**config.mk**
```make
export PLATFORM = sky130hd
export DESIGN_NAME = acc_srcov_core
export DESIGN_NICKNAME = d
export VERILOG_FILES = /design/src/rtl/acc_pkg.sv /design/src/rtl/acc_alu.sv /design/src/rtl/acc_file_regs.sv /design/src/rtl/acc_irq_ctrl.sv /design/src/rtl/acc_srcov_core.sv
export SDC_FILE = /design/constraint.sdc
export NUM_CORES = 1
export LEC_CHECK = 0
export BUFFER_PORTS_ARGS = -buffer_cell sky130_fd_sc_hd__buf_2
export CORE_AREA = 10 10 144 146
export DETAILED_ROUTE_END_ITERATION = 12
export DIE_AREA = 0 0 154 156
export GPL_TIMING_DRIVEN = 0
export PLACE_DENSITY = 0.77
export SYNTH_ARGS = -nofsm -noshare
export SYNTH_HDL_FRONTEND = slang
export SYNTH_SLANG_ARGS = --single-unit
```
**constraint.sdc**
```tcl
create_clock -name clk -period 3.45 [get_ports clk]
set_input_delay 0.1725 -clock clk [delete_from_list [all_inputs] [get_ports clk]]
set_output_delay 0.1725 -clock clk [all_outputs]
set_load 0.01 [all_outputs]
```
**src/rtl/acc_pkg.sv**
```systemverilog
package acc_pkg;
   typedef enum logic [3:0] {
      OP_NOP   = 4'd0,
      OP_ADD   = 4'd1,
      OP_SUB   = 4'd2,
      OP_AND   = 4'd3,
      OP_OR    = 4'd4,
      OP_XOR   = 4'd5,
      OP_MOVF  = 4'd6,
      OP_MOVWF = 4'd7,
      OP_LDSF  = 4'd8,
      OP_LDSI  = 4'd9,
      OP_MOVLW = 4'd10
   } op_t;

   function automatic logic is_override(input logic [3:0] op);
      return (op == OP_LDSF) || (op == OP_LDSI);
   endfunction
endpackage

```
**src/rtl/acc_alu.sv**
```systemverilog
module acc_alu #(
   parameter int DATA_W = 8,
   parameter bit SUB_CARRY_NOBORROW = 1'b1
) (
   input  logic [3:0]        op,
   input  logic [DATA_W-1:0] opnd_f,
   input  logic [DATA_W-1:0] opnd_s,
   output logic [DATA_W-1:0] result,
   output logic              res_valid,
   output logic              z_new,
   output logic              c_new,
   output logic              upd_c
);
   import acc_pkg::*;

   logic [DATA_W:0] sum_w;
   logic [DATA_W:0] dif_w;
   logic            sub_carry;

   assign sum_w = {1'b0, opnd_f} + {1'b0, opnd_s};
   assign dif_w = {1'b0, opnd_f} - {1'b0, opnd_s};

   generate
      if (SUB_CARRY_NOBORROW) begin : g_noborrow
         assign sub_carry = ~dif_w[DATA_W];
      end else begin : g_borrow
         assign sub_carry = dif_w[DATA_W];
      end
   endgenerate

   always_comb begin
      result    = '0;
      res_valid = 1'b1;
      c_new     = 1'b0;
      upd_c     = 1'b0;
      unique case (op)
         OP_ADD:  begin result = sum_w[DATA_W-1:0]; c_new = sum_w[DATA_W]; upd_c = 1'b1; end
         OP_SUB:  begin result = dif_w[DATA_W-1:0]; c_new = sub_carry;     upd_c = 1'b1; end
         OP_AND:  result = opnd_f & opnd_s;
         OP_OR:   result = opnd_f | opnd_s;
         OP_XOR:  result = opnd_f ^ opnd_s;
         OP_MOVF: result = opnd_f;
         default: res_valid = 1'b0;
      endcase
   end

   assign z_new = (result == '0);
endmodule

```
**src/rtl/acc_file_regs.sv**
```systemverilog
module acc_file_regs #(
   parameter int DATA_W = 8,
   parameter int DEPTH  = 16,
   localparam int ADDR_W = $clog2(DEPTH)
) (
   input  logic              clk,
   input  logic              rst_n,
   input  logic              wr_en,
   input  logic [ADDR_W-1:0] wr_addr,
   input  logic [DATA_W-1:0] wr_data,
   input  logic [ADDR_W-1:0] rd_addr,
   output logic [DATA_W-1:0] rd_data,
   input  logic [ADDR_W-1:0] dbg_addr,
   output logic [DATA_W-1:0] dbg_data
);
   logic [DATA_W-1:0] cell_q [DEPTH];

   generate
      if (DEPTH < 2 || (1 << ADDR_W) != DEPTH) begin : g_bad_depth
         $error("acc_file_regs: DEPTH must be a power of two >= 2");
      end
      for (genvar i = 0; i < DEPTH; i++) begin : g_cell
         always_ff @(posedge clk or negedge rst_n) begin
            if (!rst_n)
               cell_q[i] <= '0;
            else if (wr_en && wr_addr == ADDR_W'(i))
               cell_q[i] <= wr_data;
         end
      end
   endgenerate

   assign rd_data  = cell_q[rd_addr];
   assign dbg_data = cell_q[dbg_addr];
endmodule

```
**src/rtl/acc_irq_ctrl.sv**
```systemverilog
module acc_irq_ctrl #(
   parameter int DATA_W = 8
) (
   input  logic              clk,
   input  logic              rst_n,
   input  logic              exec,
   input  logic              exec_ovr,
   input  logic              irq_req,
   input  logic              reti,
   input  logic [DATA_W-1:0] w_next,
   input  logic [DATA_W-1:0] s_next,
   output logic              irq_ack,
   output logic [DATA_W-1:0] bak_w,
   output logic [DATA_W-1:0] bak_s
);
   logic lock_q, lock_nx, ie_q;

   assign lock_nx = exec ? exec_ovr : lock_q;
   assign irq_ack = irq_req & ie_q & ~reti & ~lock_nx;

   always_ff @(posedge clk or negedge rst_n) begin
      if (!rst_n) begin
         lock_q <= 1'b0;
         ie_q   <= 1'b1;
         bak_w  <= '0;
         bak_s  <= '0;
      end else begin
         lock_q <= lock_nx;
         if (reti)
            ie_q <= 1'b1;
         else if (irq_ack)
            ie_q <= 1'b0;
         if (irq_ack) begin
            bak_w <= w_next;
            bak_s <= s_next;
         end
      end
   end

   assert_ack_drops_enable_R9: assert property (@(posedge clk) disable iff (!rst_n)
      irq_ack |=> !irq_ack);

   assert_override_defers_R8: assert property (@(posedge clk) disable iff (!rst_n)
      (exec && exec_ovr) |-> !irq_ack);
endmodule

```
**src/rtl/acc_srcov_core.sv**
```systemverilog
module acc_srcov_core #(
   parameter int DATA_W     = 8,
   parameter int FILE_DEPTH = 16,
   parameter bit SUB_CARRY_NOBORROW = 1'b1,
   localparam int ADDR_W = $clog2(FILE_DEPTH)
) (
   input  logic              clk,
   input  logic              rst_n,
   input  logic              instr_valid,
   input  logic [3:0]        instr_op,
   input  logic [ADDR_W-1:0] instr_addr,
   input  logic [DATA_W-1:0] instr_imm,
   input  logic              instr_to_file,
   input  logic              irq_req,
   input  logic              reti,
   output logic [DATA_W-1:0] w_out,
   output logic              flag_z,
   output logic              flag_c,
   output logic              irq_ack,
   input  logic [ADDR_W-1:0] dbg_addr,
   output logic [DATA_W-1:0] dbg_data
);
   import acc_pkg::*;

   generate
      if (DATA_W < 2) begin : g_bad_width
         $error("acc_srcov_core: DATA_W must be at least 2");
      end
   endgenerate

   logic [DATA_W-1:0] w_q, s_q, w_nx, s_nx;
   logic [DATA_W-1:0] f_rd, alu_res, f_wdata, bak_w, bak_s;
   logic              z_q, c_q, alu_ok, alu_z, alu_c, alu_updc;
   logic              exec, ovr, f_we;
   op_t               op;

   assign op   = op_t'(instr_op);
   assign exec = instr_valid & ~reti;
   assign ovr  = is_override(instr_op);

   acc_alu #(.DATA_W(DATA_W), .SUB_CARRY_NOBORROW(SUB_CARRY_NOBORROW)) u_alu (
      .op(instr_op), .opnd_f(f_rd), .opnd_s(s_q), .result(alu_res),
      .res_valid(alu_ok), .z_new(alu_z), .c_new(alu_c), .upd_c(alu_updc));

   assign f_we    = exec & ((alu_ok & instr_to_file) | (op == OP_MOVWF));
   assign f_wdata = (op == OP_MOVWF) ? s_q : alu_res;

   acc_file_regs #(.DATA_W(DATA_W), .DEPTH(FILE_DEPTH)) u_file (
      .clk(clk), .rst_n(rst_n), .wr_en(f_we), .wr_addr(instr_addr),
      .wr_data(f_wdata), .rd_addr(instr_addr), .rd_data(f_rd),
      .dbg_addr(dbg_addr), .dbg_data(dbg_data));

   always_comb begin
      w_nx = w_q;
      s_nx = s_q;
      if (reti) begin
         w_nx = bak_w;
         s_nx = bak_s;
      end else if (exec) begin
         if (alu_ok && !instr_to_file) w_nx = alu_res;
         else if (op == OP_MOVLW)      w_nx = instr_imm;
         if (op == OP_LDSF)            s_nx = f_rd;
         else if (op == OP_LDSI)       s_nx = instr_imm;
         else                          s_nx = w_nx;
      end
   end

   acc_irq_ctrl #(.DATA_W(DATA_W)) u_irq (
      .clk(clk), .rst_n(rst_n), .exec(exec), .exec_ovr(ovr),
      .irq_req(irq_req), .reti(reti), .w_next(w_nx), .s_next(s_nx),
      .irq_ack(irq_ack), .bak_w(bak_w), .bak_s(bak_s));

   always_ff @(posedge clk or negedge rst_n) begin
      if (!rst_n) begin
         w_q <= '0;
         s_q <= '0;
         z_q <= 1'b0;
         c_q <= 1'b0;
      end else begin
         w_q <= w_nx;
         s_q <= s_nx;
         if (exec && alu_ok)   z_q <= alu_z;
         if (exec && alu_updc) c_q <= alu_c;
      end
   end

   assign w_out  = w_q;
   assign flag_z = z_q;
   assign flag_c = c_q;

   assert_src_mirrors_w_R1: assert property (@(posedge clk) disable iff (!rst_n)
      (exec && !ovr) |=> (s_q == w_q));

   assert_override_keeps_w_R3: assert property (@(posedge clk) disable iff (!rst_n)
      (exec && ovr) |=> ($stable(w_q) && $stable(z_q) && $stable(c_q)));

   assert_idle_holds_R11: assert property (@(posedge clk) disable iff (!rst_n)
      (!instr_valid && !reti) |=> ($stable(w_q) && $stable(s_q) && $stable(z_q) && $stable(c_q)));
endmodule

```
# Yosys cells after proc, flatten, opt, wreduce, memory -nomap -nowiden
# Cells that the tools add are included.
# Widths: inputs -> output; s select.
[word_totals]
regBits = 164
input_bits = 26
out_inout_bits = 19
word_cells = 116
[op_classes]
addsub = 2
magnitude_cmp = 2
n_eq_ne = 25
n_mux = 22
bitwise = 15
reduce_logical = 26
[ops]
columns = ["op", "count"]
rows = [
  ["$mux 8", 13],
  ["$bmux 8 s4", 2],
  ["$pmux 8 s6", 1],
  ["$eq 4x4->1 const B", 11],
  ["$eq 4x3->1 const B", 8],
  ["$logic_and 1x1->1", 19],
  ["$eq 4x2->1 const B", 4],
  ["$ge 5x5->1 const B", 2],
  ["$not 4->5", 2],
  ["$add 8x8->9", 1],
  ["$sub 8x8->9", 1],
  ["$and 8x8->8", 1],
  ["$eq 4x1->1 const B", 2],
  ["$logic_not 8->1", 1],
  ["$or 8x8->8", 1],
  ["$xor 8x8->8", 1],
  ["$and 1x1->1", 6],
  ["$reduce_or 6->1", 1],
  ["$mux 1", 5],
  ["$logic_not 4->1", 1],
  ["$not 1->1", 3],
  ["$pmux 1 s2", 1],
  ["$reduce_bool 2->1", 1],
  ["$reduce_or 2->1", 1],
  ["3 further kinds", 3],
]

# Longest topological paths before layout
[depth]
word_depth = 11
ltp_mapped = 19
depth_no_buf = 16

# Modules after synthesis
# A second synthesis with hierarchy kept.
[hier_totals]
cells_unflattened = 818
area_unflattened_um2 = 10276.1
[by_module_without_submodules]
columns = ["mod", "n_inst", "cells_each", "area_each_um2"]
rows = [
  ["acc_file_regs", 1, 434, 6810.3],
  ["acc_srcov_core", 1, 158, 1417.6],
  ["acc_alu", 1, 186, 1323.8],
  ["acc_irq_ctrl", 1, 40, 724.4],
]

# Least setup slack after synthesis
# OpenSTA, ideal clock, no wires.
[synth_timing]
path_type = "input port to flip-flop"
startpoint = "in instr_addr[3]"
endpoint = "reg u_file.cell_q[79] (netlist name)"
setup_ns = 0.137
t_arrival_ns = 3.846
required_time_ns = 3.313
setup_slack_ns = -0.533
stages = 16
path_buffers = 5
cell_sequence = "clkbuf_1 > buf_2 > buf_2 > mux4_2 > mux2_2 > mux2i_1 > ha_1 > clkbuf_1 > or4_1 > nand4_1 > a211oi_1 > or4b_1 > nand2b_1 > a21oi_2 > buf_2 > a21oi_1"
[synth_between]
elab_chain_len = 7
[synth_lines]
columns = ["element", "line", "rtl"]
rows = [
  ["start: declaration", "acc_srcov_core.sv:11", "input logic [ADDR_W-1:0] instr_addr,"],
  ["$not 4->5 (implied by the code)", "acc_file_regs.sv:32", "assign rd_data = cell_q[rd_addr];"],
  ["$bmux 8 s4", "acc_file_regs.sv:32", ""],
  ["$mux 8 (implied by the code) (2 in a row)", "acc_file_regs.sv:32", ""],
  ["$sub 8x8->9 (tied with other cells)", "acc_alu.sv:21", "assign dif_w = {1'b0, opnd_f} - {1'b0, opnd_s};"],
  ["$pmux 8 s6", "acc_alu.sv:36", "unique case (op)"],
  ["$mux 8", "acc_srcov_core.sv:46", "assign f_wdata = (op == OP_MOVWF) ? s_q : alu_res;"],
  ["end signal: indexed assignment", "acc_file_regs.sv:27", "cell_q[i] <= wr_data;"],
  ["end: declaration", "acc_file_regs.sv:16", "logic [DATA_W-1:0] cell_q [DEPTH];"],
]
# Several ways; a longest one is shown, not always the timed one. The select of a mux whose other input is x is not followed.
# A chain may end at the register's enable or synchronous reset.

# Worst setup path after layout
[layout_timing]
startpoint = "reg u_file.cell_q[28] (netlist name)"
endpoint = "reg u_file.cell_q[47] (netlist name)"
[layout_between]
elab_chain_len = 6
[layout_lines]
columns = ["element", "line"]
rows = [
  ["$bmux 8 s4 (*)", "acc_file_regs.sv:32"],
  ["$mux 8 (implied by the code) (*) (2 in a row)", "acc_file_regs.sv:32"],
  ["$sub 8x8->9 or $add 8x8->9 (tied branches)", "acc_alu.sv:21, acc_alu.sv:20"],
  ["$pmux 8 s6 (*)", "acc_alu.sv:36"],
  ["$mux 8 (*)", "acc_srcov_core.sv:46"],
]
# Mark *: on every way between the ends. The rest lies on a longest branch, timed or not. The select of a mux whose other input is x is not followed.

==> results.md <==
* RSZ-0062 raised after global routing: yes
* Root buf cell: clkbuf_16
* Initial Util at 56.2%
* Most common cell after layout, fill and taps aside: dfrtp_1
* Post-Synthesis Cells at 1004
* EDFF count, synth at 0
* Core region area at 17800 um2
* DRC errors left at 0
* Multiplexer share of the synthesized area at 19.5%
* Status: complete, but fails checks
* DIE HEIGHT at 156 um
* Fmax at 0.256 GHz
* Tcrit/Tclk final at 113%
* Adder-cell share of the synthesized area at 3.52%
* Startpoint Class: register
* Gpl congestion at 0.970
* Fin crit period at 3.91 ns
* Layout Nets at 1212
* Antenna-violating nets left at 0
* GRT Overall Usage at 26.9%
* Largest area contributor in the netlist: dfrtp_1
* Avg Inst Size Synth at 9.98 um2
* Post-synthesis xor/xnor area fraction at 0.262%
* Largest family of logic cells by synthesized area: multiplexers
* DRT iter0 DRCs at 1211
* Area of the mapped netlist at 10000 um2
* Worst endpoint required time at 3.75 ns
* Failing checks: max-capacitance violations, max-slew violations, negative setup slack
* Post-Route Setup TNS at -26.30 ns
* Crit Path Max Fanout at 5
* Vias in the first global route at 9156
* H-tree depth at 4
* PortBufs at 39
* Pwr Total at 0.00692 W
* Min-Delay Path Class: in2reg
* Simple-Gate Fraction of Synth Area at 14.5%
* Hold Fails Final Rpt at 0
* Initial antenna violation count at 0
* Antenna diodes at 0
* PD cells at 525 nW/um2
* First-pass GRT wire length at 51000 um
* Share of the yosys chip area belonging to registers at 41.0%
* Die area at 24000 um2
* Slew margin rel. at -5.34%
* Critical path class: reg2reg
* Reg clk slew, reported paths at 0.07 ns
* FF+latch count, synth at 164
* HPWL after DPL at 22500 um
* Async SR Flop Fraction at 100%
* CTS sink count at 164
* Setup Slack @ Placement at -1.16 ns
* Post-synth net total at 1057
* Cell Rows at 49
* Die Width at 154 um
* Complex-gate fraction of the synthesized area at 16.5%
* Max-Cap Viols at 2
* Total CTS buffers at 17
* Peak VDD IR at 0.457 mV
* Leakage Power at 5.57 nW
* Wirelength, routed at 36000 um
* Insertion delay to the later sink of the worst-skew pair at 0.45 ns
* Crit. End Element: register
* Largest net degree at the start of global routing at 97
* Netlist cell types at 82
* Wire length per cell after detailed routing at 25.7 um
* Layout cells sized above 1 at 40.0%
* Ports at 45
* Final worst slack at -0.458 ns
* Ranking of synthesized cells by area: dfrtp_1, mux4_2, o21ai_0
* Synth Flop Type: dfrtp_1
* Top cell type's share of synthesized area at 40.7%
* Synthesis Warnings at 0
* Clk buf depth at 2
* Via-per-instance ratio at 6.84
* Setup Viol. Count Final at 125
* Worst clock skew at 0.0123 ns
* CTS tree: yes
* DR vias at 9584
* Worst Max-Slew Pin Slew at 1.56 ns
* Layout area overhead at 31.5%
* Total global routing overflow at 0
* CP arrival at 4.21 ns
* Max-slew violations at 14
* Commonest non-fill, non-tap cells in the layout: dfrtp_1, nand2_1, nor2_1, mux4_2, buf_4
* Router iterations before antenna repair at 6
per-stage QoR:
stage / util [%] / area [um2] / hold WS, ns / std cells
after floorplan: - / 10200 / -0.123 / 1004
after detailed placement: 60.2 / 10700 / 0.175 / 1274
after CTS: 69.7 / 12400 / 0.183 / 1381
after global routing: 73.9 / 13200 / 0.234 / 1401
final: 73.9 / 13200 / 0.216 / 1401
after global placement: 59.9 / 10700 / 0.457 / 1272
routing by layer:
metal,routed length [um],part of all wire (%),up-vias,global-route usage [%]
met4,1560,4.3,0,10.8
met5,0,0,-,0
met3,3690,10,145,6.18
li1,-,-,3979,-
met1,13000,36,4766,33.2
met2,17800,49,694,44.6
cells by family (layout without fill, tap and decap cells):
| logic type | count (synthesis) | in the layout |
|---|---|---|
| XOR/XNOR | 3 | 3 |
| buffers and inverters | 113 | 281 |
| multiplexers | 102 | 102 |
| AND/OR/NAND/NOR | 318 | 318 |
| flip-flops | 164 | 164 |
| adder cells (fa/ha/maj) | 27 | 27 |
| AO/OA/AOI/OAI | 277 | 277 |
timing repair:
action,CTS,global route
buffers inserted,72,24
endpoints found under the hold margin,67,0
hold buffers,1,0
gates cloned,4,3
endpoints found under the setup margin,151,157
pin swaps,40,69
resized for setup,126,211
cells in the mapped netlist (5+ instances only):
| cell | number |
|---|---|
| o31ai_1 | 6 |
| buf_4 | 6 |
| nor2_1 | 101 |
| mux2_2 | 13 |
| nor2b_1 | 8 |
| mux4_2 | 72 |
| nand2b_1 | 10 |
| dfrtp_1 | 163 |
| a31oi_1 | 6 |
| a211oi_1 | 8 |
| a21oi_1 | 83 |
| buf_2 | 15 |
| o21ai_0 | 105 |
| ha_1 | 25 |
| o21ai_1 | 10 |
| clkbuf_1 | 47 |
| nor3b_1 | 5 |
| mux2i_1 | 15 |
| nor3_1 | 13 |
| buf_1 | 10 |
| inv_1 | 32 |
| or3_1 | 6 |
| nand3_1 | 10 |
| nand2_1 | 131 |
| a22o_1 | 5 |
| o22ai_1 | 6 |
| o211ai_1 | 6 |
critical path, cell delays in order (launching register included):
cell	delay, ns
dfrtp_1	0.45
mux4_2	0.52
mux2i_2	0.36
a21oi_4	0.11
inv_2	0.09
ha_4	0.21
or4_4	0.53
nand4_1	0.16
a211oi_2	0.09
or4b_4	0.52
nand2b_4	0.18
a21oi_4	0.27
buf_6	0.20
a21oi_2	0.05
cell type report:
type	count	area (um2)
multi-input cells	727	6460
fillers	1154	4660
flip-flops and latches	164	4110
repair buffers	138	1140
clock buffers	22	474
plain buffers	77	472
well taps	229	287
inverters	34	130
clock inverters	10	115
power by group:
part           internal [W]  switching (W)  leakage, nW  total (W)
Clock               0.00108       0.000878        0.288    0.00195
Sequential          0.00220       0.000287         2.18    0.00249
Combinational       0.00116        0.00131         3.10    0.00248
path summary, 6_finish.rpt:
| check | start | endpoint | slack (ns) | cells past startpoint |
|---|---|---|---|---|
| max in group asynchronous | rst_n | u_file.cell_q[41] | 2.31 | 3 |
| worst max-delay path | u_file.cell_q[28] | u_file.cell_q[47] | -0.46 | 13 |
| worst min register to register | u_irq.lock_q | u_irq.lock_q | 0.48 | 2 |
| min in group asynchronous | rst_n | flag_c | 0.27 | 2 |
| worst min-delay path | instr_imm[5] | w_out[5] | 0.22 | 4 |
| worst max register to register | u_file.cell_q[28] | u_file.cell_q[47] | -0.46 | 13 |
registers in the layout, indices dropped and copies added, names as in the netlist:
signal and flops:
u_irq.bak_s 8, u_irq.bak_w 8, flag_c 1, u_irq.lock_q 1, u_irq.ie_q 1, w_out 8
flag_z 1, s_q 8, u_file.cell_q 128
No activity file was read; power rests on OpenSTA's default activity.
